`src/rtl/tmr_pkg.sv`:
```
package tmr_pkg;
  typedef enum logic {
    MODE_ONESHOT = 1'b0,
    MODE_AUTO    = 1'b1
  } tmr_mode_e;

  function automatic tmr_mode_e tmr_mode_of(input logic b);
    return b ? MODE_AUTO : MODE_ONESHOT;
  endfunction
endpackage

```
`src/rtl/tmr_bus_slave.sv`:
```
module tmr_bus_slave #(
  parameter int DATA_W = 32,
  localparam int CNT_W = DATA_W - 1
) (
  input  logic              clk_i,
  input  logic              rst_i,
  input  logic              cyc_i,
  input  logic              stb_i,
  input  logic              we_i,
  input  logic [DATA_W-1:0] wdata_i,
  input  logic [DATA_W-1:0] cur_word_i,
  output logic              ack_o,
  output logic              stall_o,
  output logic [DATA_W-1:0] rdata_o,
  output logic              wr_o,
  output tmr_pkg::tmr_mode_e wr_mode_o,
  output logic [CNT_W-1:0]  wr_value_o
);
  logic strobe;

  assign strobe     = cyc_i && stb_i;
  assign wr_o       = strobe && we_i;
  assign wr_mode_o  = tmr_pkg::tmr_mode_of(wdata_i[DATA_W-1]);
  assign wr_value_o = wdata_i[CNT_W-1:0];
  assign stall_o    = 1'b0;

  always_ff @(posedge clk_i) begin
    if (rst_i) begin
      ack_o   <= 1'b0;
      rdata_o <= '0;
    end else begin
      ack_o <= strobe;
      if (strobe) rdata_o <= cur_word_i;
    end
  end

  AST_ACK_AFTER_STB: assert property (@(posedge clk_i) disable iff (rst_i)
    (cyc_i && stb_i) |=> ack_o);
  AST_NO_SPURIOUS_ACK: assert property (@(posedge clk_i) disable iff (rst_i)
    !(cyc_i && stb_i) |=> !ack_o);
  AST_RDATA_SNAPSHOT: assert property (@(posedge clk_i) disable iff (rst_i)
    (cyc_i && stb_i) |=> rdata_o == $past(cur_word_i));
endmodule

```
`src/rtl/tmr_counter.sv`:
```
module tmr_counter #(
  parameter int CNT_W = 31
) (
  input  logic               clk_i,
  input  logic               rst_i,
  input  logic               en_i,
  input  logic               wr_i,
  input  tmr_pkg::tmr_mode_e wr_mode_i,
  input  logic [CNT_W-1:0]   wr_value_i,
  output logic [CNT_W-1:0]   count_o,
  output tmr_pkg::tmr_mode_e mode_o,
  output logic               expire_o
);
  import tmr_pkg::*;

  localparam logic [CNT_W-1:0] ONE = CNT_W'(1);

  logic [CNT_W-1:0] reload_q;
  logic             at_one;
  logic             crossing;

  assign at_one   = (count_o == ONE);
  assign crossing = en_i && at_one;

  always_ff @(posedge clk_i) begin
    if (rst_i) begin
      count_o  <= '0;
      reload_q <= '0;
      mode_o   <= MODE_ONESHOT;
      expire_o <= 1'b0;
    end else begin
      expire_o <= crossing;
      if (wr_i) begin
        count_o  <= wr_value_i;
        reload_q <= wr_value_i;
        mode_o   <= wr_mode_i;
      end else if (en_i && (count_o != '0)) begin
        if (at_one)
          count_o <= (mode_o == MODE_AUTO) ? reload_q : '0;
        else
          count_o <= count_o - ONE;
      end
    end
  end

  AST_WRITE_LOADS: assert property (@(posedge clk_i) disable iff (rst_i)
    wr_i |=> count_o == $past(wr_value_i));
  AST_STEP_DOWN: assert property (@(posedge clk_i) disable iff (rst_i)
    (en_i && !wr_i && count_o > ONE) |=> count_o == $past(count_o) - ONE);
  AST_FROZEN: assert property (@(posedge clk_i) disable iff (rst_i)
    (!en_i && !wr_i) |=> $stable(count_o));
  AST_ONESHOT_STOP: assert property (@(posedge clk_i) disable iff (rst_i)
    (crossing && !wr_i && mode_o == MODE_ONESHOT) |=> count_o == '0);
  AST_REST_AT_ZERO: assert property (@(posedge clk_i) disable iff (rst_i)
    (count_o == '0 && !wr_i) |=> count_o == '0);
  AST_AUTO_RELOAD: assert property (@(posedge clk_i) disable iff (rst_i)
    (crossing && !wr_i && mode_o == MODE_AUTO) |=> count_o != '0);
  AST_PULSE_ON_CROSS: assert property (@(posedge clk_i) disable iff (rst_i)
    crossing |=> expire_o);
  AST_NO_HOLD_AT_ZERO: assert property (@(posedge clk_i) disable iff (rst_i)
    (count_o == '0 && expire_o) |=> !expire_o);
  AST_ZERO_IDLE: assert property (@(posedge clk_i) disable iff (rst_i)
    (count_o == '0) |=> !expire_o);
endmodule

```
`src/rtl/tmr_out_route.sv`:
```
module tmr_out_route #(
  parameter bit WATCHDOG = 1'b0
) (
  input  logic pulse_i,
  output logic irq_o,
  output logic rst_req_o
);
  generate
    if (WATCHDOG) begin : g_watchdog
      assign irq_o     = 1'b0;
      assign rst_req_o = pulse_i;
    end else begin : g_interval
      assign irq_o     = pulse_i;
      assign rst_req_o = 1'b0;
    end
  endgenerate
endmodule

```
`src/rtl/cdn_timer.sv`:
```
module cdn_timer #(
  parameter int DATA_W   = 32,
  parameter bit WATCHDOG = 1'b0,
  localparam int CNT_W   = DATA_W - 1
) (
  input  logic              clk_i,
  input  logic              rst_i,
  input  logic              cnt_en_i,
  input  logic              bus_cyc_i,
  input  logic              bus_stb_i,
  input  logic              bus_we_i,
  input  logic [DATA_W-1:0] bus_wdata_i,
  output logic              bus_ack_o,
  output logic              bus_stall_o,
  output logic [DATA_W-1:0] bus_rdata_o,
  output logic              irq_o,
  output logic              rst_req_o
);
  import tmr_pkg::*;

  logic             wr;
  tmr_mode_e        wr_mode;
  logic [CNT_W-1:0] wr_value;
  logic [CNT_W-1:0] count;
  tmr_mode_e        mode;
  logic             expire;
  logic [DATA_W-1:0] cur_word;

  assign cur_word = {mode, count};

  tmr_bus_slave #(.DATA_W(DATA_W)) u_bus (
    .clk_i(clk_i), .rst_i(rst_i),
    .cyc_i(bus_cyc_i), .stb_i(bus_stb_i), .we_i(bus_we_i),
    .wdata_i(bus_wdata_i), .cur_word_i(cur_word),
    .ack_o(bus_ack_o), .stall_o(bus_stall_o), .rdata_o(bus_rdata_o),
    .wr_o(wr), .wr_mode_o(wr_mode), .wr_value_o(wr_value)
  );

  tmr_counter #(.CNT_W(CNT_W)) u_cnt (
    .clk_i(clk_i), .rst_i(rst_i), .en_i(cnt_en_i),
    .wr_i(wr), .wr_mode_i(wr_mode), .wr_value_i(wr_value),
    .count_o(count), .mode_o(mode), .expire_o(expire)
  );

  tmr_out_route #(.WATCHDOG(WATCHDOG)) u_route (
    .pulse_i(expire), .irq_o(irq_o), .rst_req_o(rst_req_o)
  );

  AST_WRITE_WINS: assert property (@(posedge clk_i) disable iff (rst_i)
    (wr && cnt_en_i && count == CNT_W'(1)) |=> (expire && count == $past(wr_value)));
  AST_RESET_STATE: assert property (@(posedge clk_i)
    rst_i |=> (!bus_ack_o && !irq_o && !rst_req_o));
endmodule

```
`config.mk`:
```
export PLATFORM = sky130hd
export DESIGN_NAME = cdn_timer
export DESIGN_NICKNAME = d
export VERILOG_FILES = /design/src/rtl/tmr_pkg.sv /design/src/rtl/tmr_bus_slave.sv /design/src/rtl/tmr_counter.sv /design/src/rtl/tmr_out_route.sv /design/src/rtl/cdn_timer.sv
export SDC_FILE = /design/constraint.sdc
export NUM_CORES = 1
export LEC_CHECK = 0
export BUFFER_PORTS_ARGS = -buffer_cell sky130_fd_sc_hd__buf_2
export CAP_MARGIN = 20
export CORE_UTILIZATION = 40
export DETAILED_ROUTE_END_ITERATION = 8
export PLACE_DENSITY = 0.71
export SLEW_MARGIN = 20
export SYNTH_ARGS = -nofsm -noshare
export SYNTH_HDL_FRONTEND = slang
export SYNTH_HIERARCHICAL = 1
export SYNTH_SLANG_ARGS = --single-unit
```
`constraint.sdc`:
```
create_clock -name clk_i -period 3.6 [get_ports clk_i]
set_input_delay 0.72 -clock clk_i [delete_from_list [all_inputs] [get_ports clk_i]]
set_output_delay 0.72 -clock clk_i [all_outputs]
set_load 0.005 [all_outputs]
```
== Word-level counts from Yosys, hierarchy flattened ==
Index checks and enable logic that the tools add are counted.

* Register bits: 97
* Input bits: 38
* Output and inout port bits: 36
* Logic and storage cells: 19

* $add $sub $neg: 1
* Mux-type cells: 5
* Reduce and logical (&&, ||, !) cells: 6
* Equality and inequality tests: 1

{| class="wikitable"
|+ Operators with widths
! kind !! count
|-
| 31-bit two-way mux || 4
|-
| 31-bit by 1-bit == test with 1-bit output (second input constant) || 1
|-
| 31-bit nonzero test || 1
|-
| 31-bit by 1-bit subtractor with 31-bit output (second input constant) || 1
|-
| 1-bit logical AND || 4
|-
| 2-bit nonzero test || 1
|-
| 1-bit two-way mux || 1
|}

== Depth between registers and ports, before layout ==
Gate-level depths: netlist (run 1).

* Depth in word-level cells: 4
* Depth in mapped cells: 10
* Mapped depth without buffers: 7

== By module ==
The synthesis (run 1) kept the hierarchy.

{| class="wikitable"
|+ Modules (own cells, without submodules)
! module !! area each (µm²) !! cells an instance !! times used
|-
| tmr_counter || 3666.0 || 453 || 1
|-
| tmr_bus_slave || 1715.4 || 184 || 1
|-
| tmr_out_route || 18.8 || 3 || 1
|}

== Least setup slack after synthesis (run 1) ==
OpenSTA, ideal clock, no wires.

* Path type: in2reg
* Start: input bus_stb_i
* End: register u_cnt.count_o[8]
* Data arrival time: 2.365 ns
* Cell stages on the path: 9
* Path slack: 1.118 ns
* Path through: buf_6 > buf_2 > and3_1 > clkbuf_1 > nor2b_1 > and3_1 > buf_2 > a221o_1 > a32o_1

* Cells in the longest elaborated chain, start to end: 3
* Elaborated cells on any way between the ends: 4
* Classes of those cells: mux (1); reduce/logical (3)

{| class="wikitable"
|+ Ends and longest elaborated chain
! element !! RTL line !! text
|-
| start: declaration || cdn_timer.sv:10 || <nowiki>input logic bus_stb_i,</nowiki>
|-
| 1-bit logical AND * || tmr_bus_slave.sv:21 || <nowiki>assign strobe = cyc_i && stb_i;</nowiki>
|-
| 1-bit logical AND * || tmr_bus_slave.sv:22 || <nowiki>assign wr_o = strobe && we_i;</nowiki>
|-
| net wr || cdn_timer.sv:21 || <nowiki>logic wr;</nowiki>
|-
| 31-bit two-way mux or 2-bit nonzero test (tied branches) || -- ||
|-
| end signal: assignment || tmr_counter.sv:34 || <nowiki>count_o <= wr_value_i;</nowiki>
|-
| end signal: assignment || tmr_counter.sv:39 || <nowiki>count_o <= (mode_o == MODE_AUTO) ? reload_q : '0;</nowiki>
|-
| end signal: assignment || tmr_counter.sv:41 || <nowiki>count_o <= count_o - ONE;</nowiki>
|-
| end: declaration || tmr_counter.sv:10 || <nowiki>output logic [CNT_W-1:0] count_o,</nowiki>
|}

The timed path passes the listed nets; every way through them passes the cells marked *.
A chain may end at the register's enable or synchronous reset.

== Worst setup path after layout (run 1) ==
* Start: register u_cnt.count_o[0]
* End: register u_cnt.count_o[16]

* Cells in the longest elaborated chain, start to end: 4
* Elaborated cells on any way between the ends: 8
* Classes of those cells: add/sub (1); eq/ne (1); mux (3); reduce/logical (3)

{| class="wikitable"
|+ Ends and longest elaborated chain
! element !! RTL line !! text
|-
| 31-bit by 1-bit subtractor with 31-bit output or 31-bit by 1-bit == test with 1-bit output (tied branches) || tmr_counter.sv:41, tmr_counter.sv:22 ||
|-
| 31-bit two-way mux || tmr_counter.sv:38 || <nowiki>if (at_one)</nowiki>
|-
| 31-bit two-way mux || tmr_counter.sv:37 || <nowiki>end else if (en_i && (count_o != '0)) begin</nowiki>
|-
| 31-bit two-way mux || tmr_counter.sv:33 || <nowiki>if (wr_i) begin</nowiki>
|}

Parallel ways exist; a longest one is shown, timed or not. The select of a mux whose other input is x is not followed.

==> run metrics, run 1 <==
final net count=689; Worst Setup End Kind=register; Hold Startpoint=u_cnt/reload_q[16]; Post-synth EDFFs=0; RD Place Congestion=0.968; ANT cells=0; ANT nets after route=0; chip width=118 um; Final Cycle Share=82.5%; largest cells by area after synthesis=dfxtp_1 (36%), a21oi_1 (6.2%), buf_4 (6.1%); full die area=0.0140 sq mm; Clock transition at path regs=70 ps; worst path arrival time=3250 ps; H-tree depth=3; fin crit period=between 2000 and 3000 ps; # hold bufs at CTS=0; Setup WS pre-CTS=678 ps; Post-DP Area=between 0.005 and 0.006 sq mm; worst hold path type=reg -> reg; fillcell total=1326; antenna violations before repair=0; IO buf count=71; PnR worst setup slack=631 ps; peak supply drop=0.367 mV; Setup CP Type=reg -> reg; layout cells sized above 1=22.4%; Post-Syn Area=0.00540 sq mm; Final Cell Area=0.00580 sq mm; slowest CP cell=and4_1; Clock Path Buffers=2; detailed-route wire length per cell=approximately 19 um; hold slack=466 ps; I/O pin count=74; Syn Inst Count=640; post-detail-place hpwl=10.8 mm; Required @ worst endpoint=~3900 ps; flop2flop setup slack=~630 ps; Async SR Flop Fraction=0%; Initial Utilization=around 40%; drt first-iter violations=549; reg2reg path depth=6; count leader, synth=dfxtp_1; startpoint types=register; Area Overhead vs Synth=7.41%; Multi-input gate area=0.00280 sq mm; Clock Latency Late Sink=340 ps; worst hold endpoint=u_cnt/reload_q[16]; Leakage=between 2 and 2.5 nW; core area=0.0132 sq mm; RSZ-0062 raised after global routing=false; fmax=337 MHz; Post-CTS Setup Inserts=0; Avg Cell Area, Syn=8.44 sq um; Pwr Total=approximately 4.6 mW; Final Skew=7.32 ps; Synth Register Bits=a little under 100; max-slew violation count=0; R2R Path End=u_cnt/count_o[16]; final number of hold-violating endpoints=0; Reg area=0.00194 sq mm; CTS tree=yes; Slew @ Worst Pin=898 ps; max cap viols=0; register area share after synthesis=36.0%; Hold Crit Depth=2; CTS resizes=0; top cells by count, synth=dfxtp_1 (97), a21oi_1 (67), nand2_1 (63), buf_4 (44), nand3_1 (38); status=completed; final WL=around 15 mm; largest net degree at the start of global routing=66; Slew headroom=40.1%; Syn Nets=between 600 and 700; row count=42; Root Driver=clkbuf_16; area leader, netlist=dfxtp_1; total global-route track usage=22.1%; PwrDens=between 700 and 800 mW/mm^2; setup TNS=0 ps; drt drc=0; total gr overflow=0; DR pass1 iterations=5; RR Startpoint=u_cnt/count_o[0]; routed vias=~5000; Worst Path Max Fanout=13; number of buffers created by CTS=9; Setup violations, final=0; Unique masters post-synth=67; Worst path max stage delay=600 ps; Via density=6.02; yosys synthesis warning count=6; CTS sink cnt=97; Main synth FF type=dfxtp_1; Synth top area share=36.0%; Die Span Y=approximately 120 um; CP cell instances=ha_1, nor4b_1, and4_1, nand2_1, o311ai_0, a32o_1; vias in the first global route=4606; first-pass GRT wire length=24.6 mm
==> final cells by class <==
cell class                 count  area share [%]
clock inverter                 3            1.12
inverter                      11           0.712
clock buffer                  12            4.25
tap                          176            3.80
multi-input combinational    441            48.2
sequential                    97            33.5
timing repair buffer          89            8.46
==> placed cells by master, fill, tap and decap left out, drive strengths merged, types with 5 or more instances in the layout <==
cell and count:
mux2i 7, or4 7, a21bo 32, a21oi 75
o211ai 7, inv 11, nand2 63, and3 5
clkbuf 12, o21ai 16, dfxtp 97, nor2 34
nor4 12, and2 12, a32o 12, nand3 38
or3 6, a221o 5, buf 89, o22ai 11
nand4 8, o31ai 8, o31a 6, a221oi 6
nor3 20
==> through the flow <==
step                      std cells  utilization, %
final                           829            44.0
after global routing            829            44.0
after CTS                       829            43.9
after detailed placement        814            41.6
after global placement          814            41.6
after floorplan                 640               -
==> critical path, delay by kind of cell (launching register included) <==
| kind | cells | cell delay (ps) |
|---|---|---|
| AOI/OAI and AO/OA | 2 | 770 |
| adders and majority gates | 1 | 240 |
| DFF | 1 | 470 |
| and+or+nand+nor | 3 | 1430 |
==> per-layer routing <==
layer,vias up,part of all wire [%],GRT usage (%)
li1,2343,-,-
met2,280,41,30.8
met1,2337,46,32.1
met5,-,0,0
met4,0,2.4,9.70
met3,32,10,5.12
==> sequential cells by signal (all words and copies together), names as in the netlist <==
name / flops
u_bus/rdata_o: 32
u_cnt/count_o: 31
u_cnt/reload_q: 31
u_bus/ack_o: 1
u_cnt/expire_o: 1
u_cnt/mode_o: 1
==> worst max path at each step <==
stage	startpoint	to	cells after the start
6_report	u_cnt/count_o[0]	u_cnt/count_o[16]	6
5_1_grt	u_cnt/count_o[4]	u_cnt/count_o[16]	5
4_1_cts	u_cnt/count_o[0]	u_cnt/count_o[22]	8
3_5_place_dp	u_cnt/count_o[0]	u_cnt/count_o[22]	8
3_3_place_gp	u_cnt/count_o[4]	u_cnt/count_o[16]	5
2_1_floorplan	bus_stb_i	u_cnt/count_o[8]	9
==> power breakdown <==
part	leakage (nW)	internal (mW)	switching (mW)
registers	0.788	1.22	0.238
logic	1.22	0.765	1.31
clock network	0.153	0.624	0.404
==> cells by family after synthesis <==
| group | count (synthesis) | synth area share [%] |
|---|---|---|
| buffers and inverters | 102 | 12.4 |
| multiplexers | 7 | 1.30 |
| adder cells (fa/ha/maj) | 2 | 0.463 |
| flip-flops | 97 | 36.0 |
| AO/OA/AOI/OAI | 207 | 27.9 |
| other | 2 | 0.139 |
| AND/OR/NAND/NOR | 223 | 21.8 |
No activity file was read; power rests on OpenSTA's default activity.
==> run 2, diff against run 1 <==
--- a/config.mk
+++ b/config.mk
@@ -5,6 +5,7 @@
 export SDC_FILE = /design/constraint.sdc
 export NUM_CORES = 1
 export LEC_CHECK = 0
+export ABC_AREA = 1
 export BUFFER_PORTS_ARGS = -buffer_cell sky130_fd_sc_hd__buf_2
 export CAP_MARGIN = 20
 export CORE_UTILIZATION = 40
==> constraint.sdc (replaced) <==
create_clock -name clk_i -period 3 [get_ports clk_i]
set_input_delay 0.6 -clock clk_i [delete_from_list [all_inputs] [get_ports clk_i]]
set_output_delay 0.6 -clock clk_i [all_outputs]
set_load 0.005 [all_outputs]
==> run 2 against run 1 <==
Synthesized cell count is 29% higher. Wire length shrank 13%. Combinational power fell by 69%. Fmax up 27%. First-iteration DRC count fell by 8.4%. Critical path depth rose by 3. Sequential cell count unchanged. Worst setup slack better by 22 ps. Register-to-register slack gained 20 ps. Global-route usage shrank 1.0 points.
==> run metrics, run 2 <==
reg2reg path depth=9 (+3); post-detail-place hpwl=9.62 mm (-11%); Main synth FF type=dfxtp_1; PwrDens=562 mW/mm^2 (-29%); full die area=0.0137 sq mm (-2.2%); final WL=13.4 mm (-13%); ANT cells=0 (unchanged); detailed-route wire length per cell=13.1 um (-29%); max cap viols=0 (unchanged); RD Place Congestion=0.971 (+0.31%); Top reg by flops=u_bus/rdata_o; first-pass GRT wire length=21.9 mm (-11%); Worst Setup End Kind=register; ANT nets after route=0 (unchanged); RR Startpoint=u_cnt/count_o[8]; Buf/Inv on CP=0 (unchanged); Post-synth EDFFs=0 (unchanged); Synth top area share=36.8% (+0.81 points); final net count=886 (+29%); drt drc=0 (unchanged); hold slack=463 ps (-3.14 ps); Required @ worst endpoint=3270 ps (-610 ps); Async SR Flop Fraction=0% (unchanged); CTS sink cnt=97 (unchanged); yosys synthesis warning count=6 (unchanged); Slew @ Worst Pin=956 ps (+58.2 ps); count leader, synth=nand2_1; IO buf count=71 (unchanged); Die Span Y=117 um (-1.1%); fmax=426 MHz (+27%); Clock Path Buffers=2 (unchanged); R2R Path End=u_cnt/count_o[1]; CP endpoint=u_cnt/count_o[1]; total global-route track usage=21.1% (-1.0 points); most frequent cells in the layout=nand2_1 (231), nor2_1 (156), dfxtp_1 (97), inv_1 (73), buf_2 (71); CP delay by family, top=simple AND/OR/NAND/NOR gates; Final Cycle Share=78.2% (-4.2 points); number of buffers created by CTS=9 (unchanged); top cells by count, synth=nand2_1 (232), nor2_1 (157), dfxtp_1 (97), inv_1 (73), a21oi_1 (42); Worst path max stage delay=480 ps (-120 ps); worst hold path type=reg -> reg; Post-Syn Area=0.00528 sq mm (-2.2%); Clock transition at path regs=60 ps (about the same); Slew headroom=36.2% (-4.0 points); total gr overflow=0 (unchanged); area leader, netlist=dfxtp_1; Final Skew=6.34 ps (-0.973 ps); Avg Cell Area, Syn=6.39 sq um (-24%); final number of hold-violating endpoints=0 (unchanged); flop2flop setup slack=650 ps (+20 ps); RSZ-0062 raised after global routing=false; Worst Path Max Fanout=20 (+7); largest net degree at the start of global routing=66 (unchanged); max reg flops=32 (unchanged); Setup CP Type=reg -> reg; Syn Nets=866 (+27%); fin crit period=2350 ps (-622 ps); CTS tree=yes; drt first-iter violations=503 (-8.4%); startpoint types=register; Leakage=2.93 nW (+35%); antenna violations before repair=0 (unchanged); Setup violations, final=0 (unchanged); CTS resizes=0 (unchanged); chip width=117 um (-1.1%); worst path arrival time=2620 ps (-630 ps); Syn Inst Count=826 (+29%); largest cells by area after synthesis=dfxtp_1 (37%), nand2_1 (16%), nor2_1 (11%); vias in the first global route=4314 (-6.3%); # hold bufs at CTS=0 (unchanged); Post-CTS Setup Inserts=0 (unchanged); row count=41 (-2.4%); CP Launch Point=u_cnt/count_o[8]; CP cell instances=nor2_1, nand2_1, nor2_1, nand2_1, nor2_4, nand2_1, o21ai_1, nor2_1, a21oi_1; WP depth=9 (+3); Clock Latency Late Sink=350 ps (about the same); layout cells sized above 1=13.4% (-8.9 points); commonest non-fill, non-tap cell in the layout=nand2_1; max-slew violation count=0 (unchanged); routed vias=4959 (-0.66%); I/O pin count=74 (unchanged); Via density=4.86 (-19%); Area Overhead vs Synth=8.98%; H-tree depth=3 (unchanged); Unique masters post-synth=33 (-51%); Synth Register Bits=97 (unchanged); Root Driver=clkbuf_16; DR pass1 iterations=5 (unchanged); status=completed; biggest regs=u_bus/rdata_o (32), u_cnt/count_o (31), u_cnt/reload_q (31); core area=0.0127 sq mm (-3.5%); Initial Utilization=41.5% (+0.57 points); peak supply drop=0.262 mV (-29%); Util after Layout=45.2% (+1.3 points); setup TNS=0 ps (unchanged); register area share after synthesis=36.8% (+0.81 points); slowest CP cell=nand2_1
run 2: how the worst min path moves through the flow:
| stage | slack (ps) | start | cells after the start | endpoint |
|---|---|---|---|---|
| finish | 460 | u_cnt/reload_q[10] | 2 | u_cnt/reload_q[10] |
| CTS | 460 | u_cnt/reload_q[10] | 2 | u_cnt/reload_q[10] |
| global route | 480 | u_cnt/reload_q[10] | 2 | u_cnt/reload_q[10] |
| detailed placement | 450 | u_cnt/reload_q[10] | 2 | u_cnt/reload_q[10] |
| global placement | 450 | u_cnt/reload_q[14] | 2 | u_cnt/reload_q[14] |
| floorplan | 440 | u_cnt/reload_q[10] | 2 | u_cnt/reload_q[10] |
run 2: area by class of cell:
type	instances	area [sq um]
Clock buffer	11	243
Clock inverter	3	42.5
Fill cell	1386	6970
Inverter	75	283
Multi-Input combinational cell	582	2600
Sequential cell	97	1940
Tap cell	172	215
Timing Repair Buffer	81	430
run 2: stage by stage:
stage	std cells	power (mW)	setup slack, ps	cell area, sq um
2_1_floorplan	826	1.96	831	5280
3_3_place_gp	1007	2.12	749	5470
3_5_place_dp	1007	2.11	694	5470
4_1_cts	1021	3.25	647	5760
5_1_grt	1021	3.41	373	5760
6_report	1021	3.23	653	5760
run 2: report_power, final:
| part | switching (mW) | internal (mW) |
|---|---|---|
| registers | 0.0784 | 1.37 |
| logic | 0.421 | 0.231 |
| clock network | 0.476 | 0.658 |
run 2: layer usage:
layer	global-route usage (%)	vias up	wire [um]
li1	-	2572	-
met1	32.0	2218	6990
met2	29.3	153	5390
met3	3.96	16	815
met4	7.68	0	211
met5	0	-	0
run 2: logic make-up after synthesis:
kind of cell | Yosys count | synth area share, %
xor+xnor | 15 | 2.49
buf+inv | 147 | 14.1
flops | 97 | 36.8
compound gates | 95 | 9.38
fa+ha+maj | 2 | 0.474
other cells | 2 | 0.142
simple gates | 468 | 36.7
run 2: tightest hold or removal path: cells and delay by family, from the launching register on:
| kind | cells | cell delay, ps |
|---|---|---|
| DFF | 1 | 310 |
| and+or+nand+nor | 1 | 60 |
| AOI/OAI and AO/OA | 1 | 50 |
==> run 3, diff against run 2 <==
==> constraint.sdc (replaced) <==
create_clock -name clk_i -period 2.2 [get_ports clk_i]
set_input_delay 0.44 -clock clk_i [delete_from_list [all_inputs] [get_ports clk_i]]
set_output_delay 0.44 -clock clk_i [all_outputs]
set_load 0.005 [all_outputs]
==> run 3 against run 2 <==
Die area is the same. Clock power grew 34%. Critical path depth grew 3. Utilization grew 1.9 points. Largest cell class unchanged. Sequential power grew 34%. Fmax grew 15%. Non-clock buffer count grew 30. Via count grew 1.7%. Sequential share of layout area shrank 1.4 points. Worst setup slack lost 500 ps.
==> run metrics, run 3 (synthesis results as in run 2) <==
RSZ-0062 raised after global routing=false; chip width=117 um (unchanged); IO buf count=71 (unchanged); Slew @ Worst Pin=709 ps (-247 ps); Root Driver=clkbuf_16; metal3 WL=983 um (+21%); status=completed; Initial Utilization=41.5% (unchanged); ANT cells=0 (unchanged); total gr overflow=0 (unchanged); Post-CTS Setup Inserts=0 (unchanged); Clock transition at path regs=70 ps (about the same); CTS resizes=0 (unchanged); full die area=0.0137 sq mm (unchanged); biggest regs=u_bus/rdata_o (32), u_cnt/count_o (31), u_cnt/reload_q (31); worst path arrival time=2330 ps (-290 ps); total global-route track usage=21.6% (+0.50 points); Required @ worst endpoint=2490 ps (-780 ps); slowest CP cell=nor2_1; Worst Path Max Fanout=14 (-30%); Area Overhead vs Synth=13.7%; routed vias=5043 (+1.7%); post-detail-place hpwl=10.0 mm (+4.5%); ANT nets after route=0 (unchanged); final net count=916 (+3.4%); largest net degree at the start of global routing=66 (unchanged); Die Span Y=117 um (unchanged); setup TNS=0 ps (unchanged); Worst Setup End Kind=register; CTS sink cnt=97 (unchanged); H-tree depth=3 (unchanged); commonest non-fill, non-tap cell in the layout=nand2_1; Via density=4.79 (-1.4%); Clock Path Buffers=2 (unchanged); peak supply drop=0.338 mV (+29%); final WL=13.8 mm (+3.2%); Leakage=3.09 nW (+5.6%); worst hold path type=in -> reg; drt drc=0 (unchanged); Top reg by flops=u_bus/rdata_o; number of buffers created by CTS=9 (unchanged); most frequent cells in the layout=nand2_1 (231), nor2_1 (156), dfxtp_1 (97), inv_1 (73), buf_2 (71); fin crit period=2040 ps (-304 ps); antenna violations before repair=0 (unchanged); layout cells sized above 1=16.7% (+3.3 points); Final Cycle Share=92.9% (+15 points); row count=41 (unchanged); max reg flops=32 (unchanged); Setup CP Type=reg -> reg; CTS tree=yes; PwrDens=739 mW/mm^2 (+31%); Clock Latency Late Sink=350 ps (about the same); max cap viols=0 (unchanged); core area=0.0127 sq mm (unchanged); CP cell instances=inv_1, ha_1, nand2_1, nor2_1, nand2_1, nor2_4, nor2_1, buf_12, o21ai_0, nand3_1, nor2_1, nor2_1; RD Place Congestion=0.920 (-5.2%); metal2 WL=5.68 mm (+5.3%); Buf/Inv on CP=2 (+2); Worst path max stage delay=540 ps (+60 ps); vias in the first global route=4448 (+3.1%); CP delay by family, top=simple AND/OR/NAND/NOR gates; Slew headroom=52.6% (+16 points); PnR worst setup slack=157 ps (-496 ps); top routing layer in use=met4; DR pass1 iterations=5 (unchanged); max-slew violation count=0 (unchanged); WL met1=7.05 mm (+0.90%); first-pass GRT wire length=22.5 mm (+2.9%); most frequent CP cell=nor2_1; fmax=490 MHz (+15%); startpoint types=register; Final Skew=8.58 ps (+2.23 ps); I/O pin count=74 (unchanged); Setup violations, final=0 (unchanged); # hold bufs at CTS=0 (unchanged); detailed-route wire length per cell=13.1 um (about the same); final number of hold-violating endpoints=0 (unchanged); drt first-iter violations=437 (-13%); Pwr Total=4.43 mW (+37%); Setup WS pre-CTS=177 ps (-517 ps)
==> run 3: cell types whose count changed in the layout (fill, tap and decap cells not counted), sizes merged <==
cell / delta
buf: +30
bufinv: -1
clkinv: +2
clkinvlp: +1
==> run 3: layout make-up <==
cell class / instances / area (sq um)
Fill cell: 1392 / 6720
Timing Repair Buffer: 111 / 681
Clock inverter: 5 / 30.0
Tap cell: 172 / 215
Inverter: 75 / 283
Clock buffer: 11 / 253
Multi-Input combinational cell: 582 / 2600
Sequential cell: 97 / 1940
==> run 3: per-layer routing <==
metal / vias to the layer above / track usage, %
met3: 10 / 3.50
li1: 2625 / -
met1: 2224 / 32.1
met5: - / 0
met2: 184 / 31.9
met4: 0 / 6.33
==> run 3: worst min-delay path, cell delays in order <==
cell and delay (ps):
buf_2 80, nor2_1 30, nor2_1 80
==> run 3: worst paths after layout <==
path | start | endpoint | slack [ps] | cells after the start
worst max-delay path | u_cnt/count_o[1] | u_cnt/count_o[12] | 160 | 12
worst min-delay path | bus_wdata_i[31] | u_cnt/mode_o | 330 | 3
worst max register to register | u_cnt/count_o[1] | u_cnt/count_o[12] | 160 | 12
worst min register to register | u_cnt/reload_q[7] | u_cnt/reload_q[7] | 460 | 2
==> run 3: stage by stage <==
step	std cells	hold WS, ps	utilization [%]	instance area, sq um
finish	1053	333	47.2	6000
floorplan	826	441	-	5280
global placement	1037	449	45.0	5720
global route	1053	333	47.2	6000
CTS	1053	336	47.2	6000
detailed placement	1037	452	45.0	5720
==> run 3: power by group <==
group	switching (mW)	total, mW	internal, mW
Clock	0.684	1.51	0.823
Sequential	0.0800	1.95	1.87
Combinational	0.605	0.980	0.375
Total	1.37	4.43	3.07
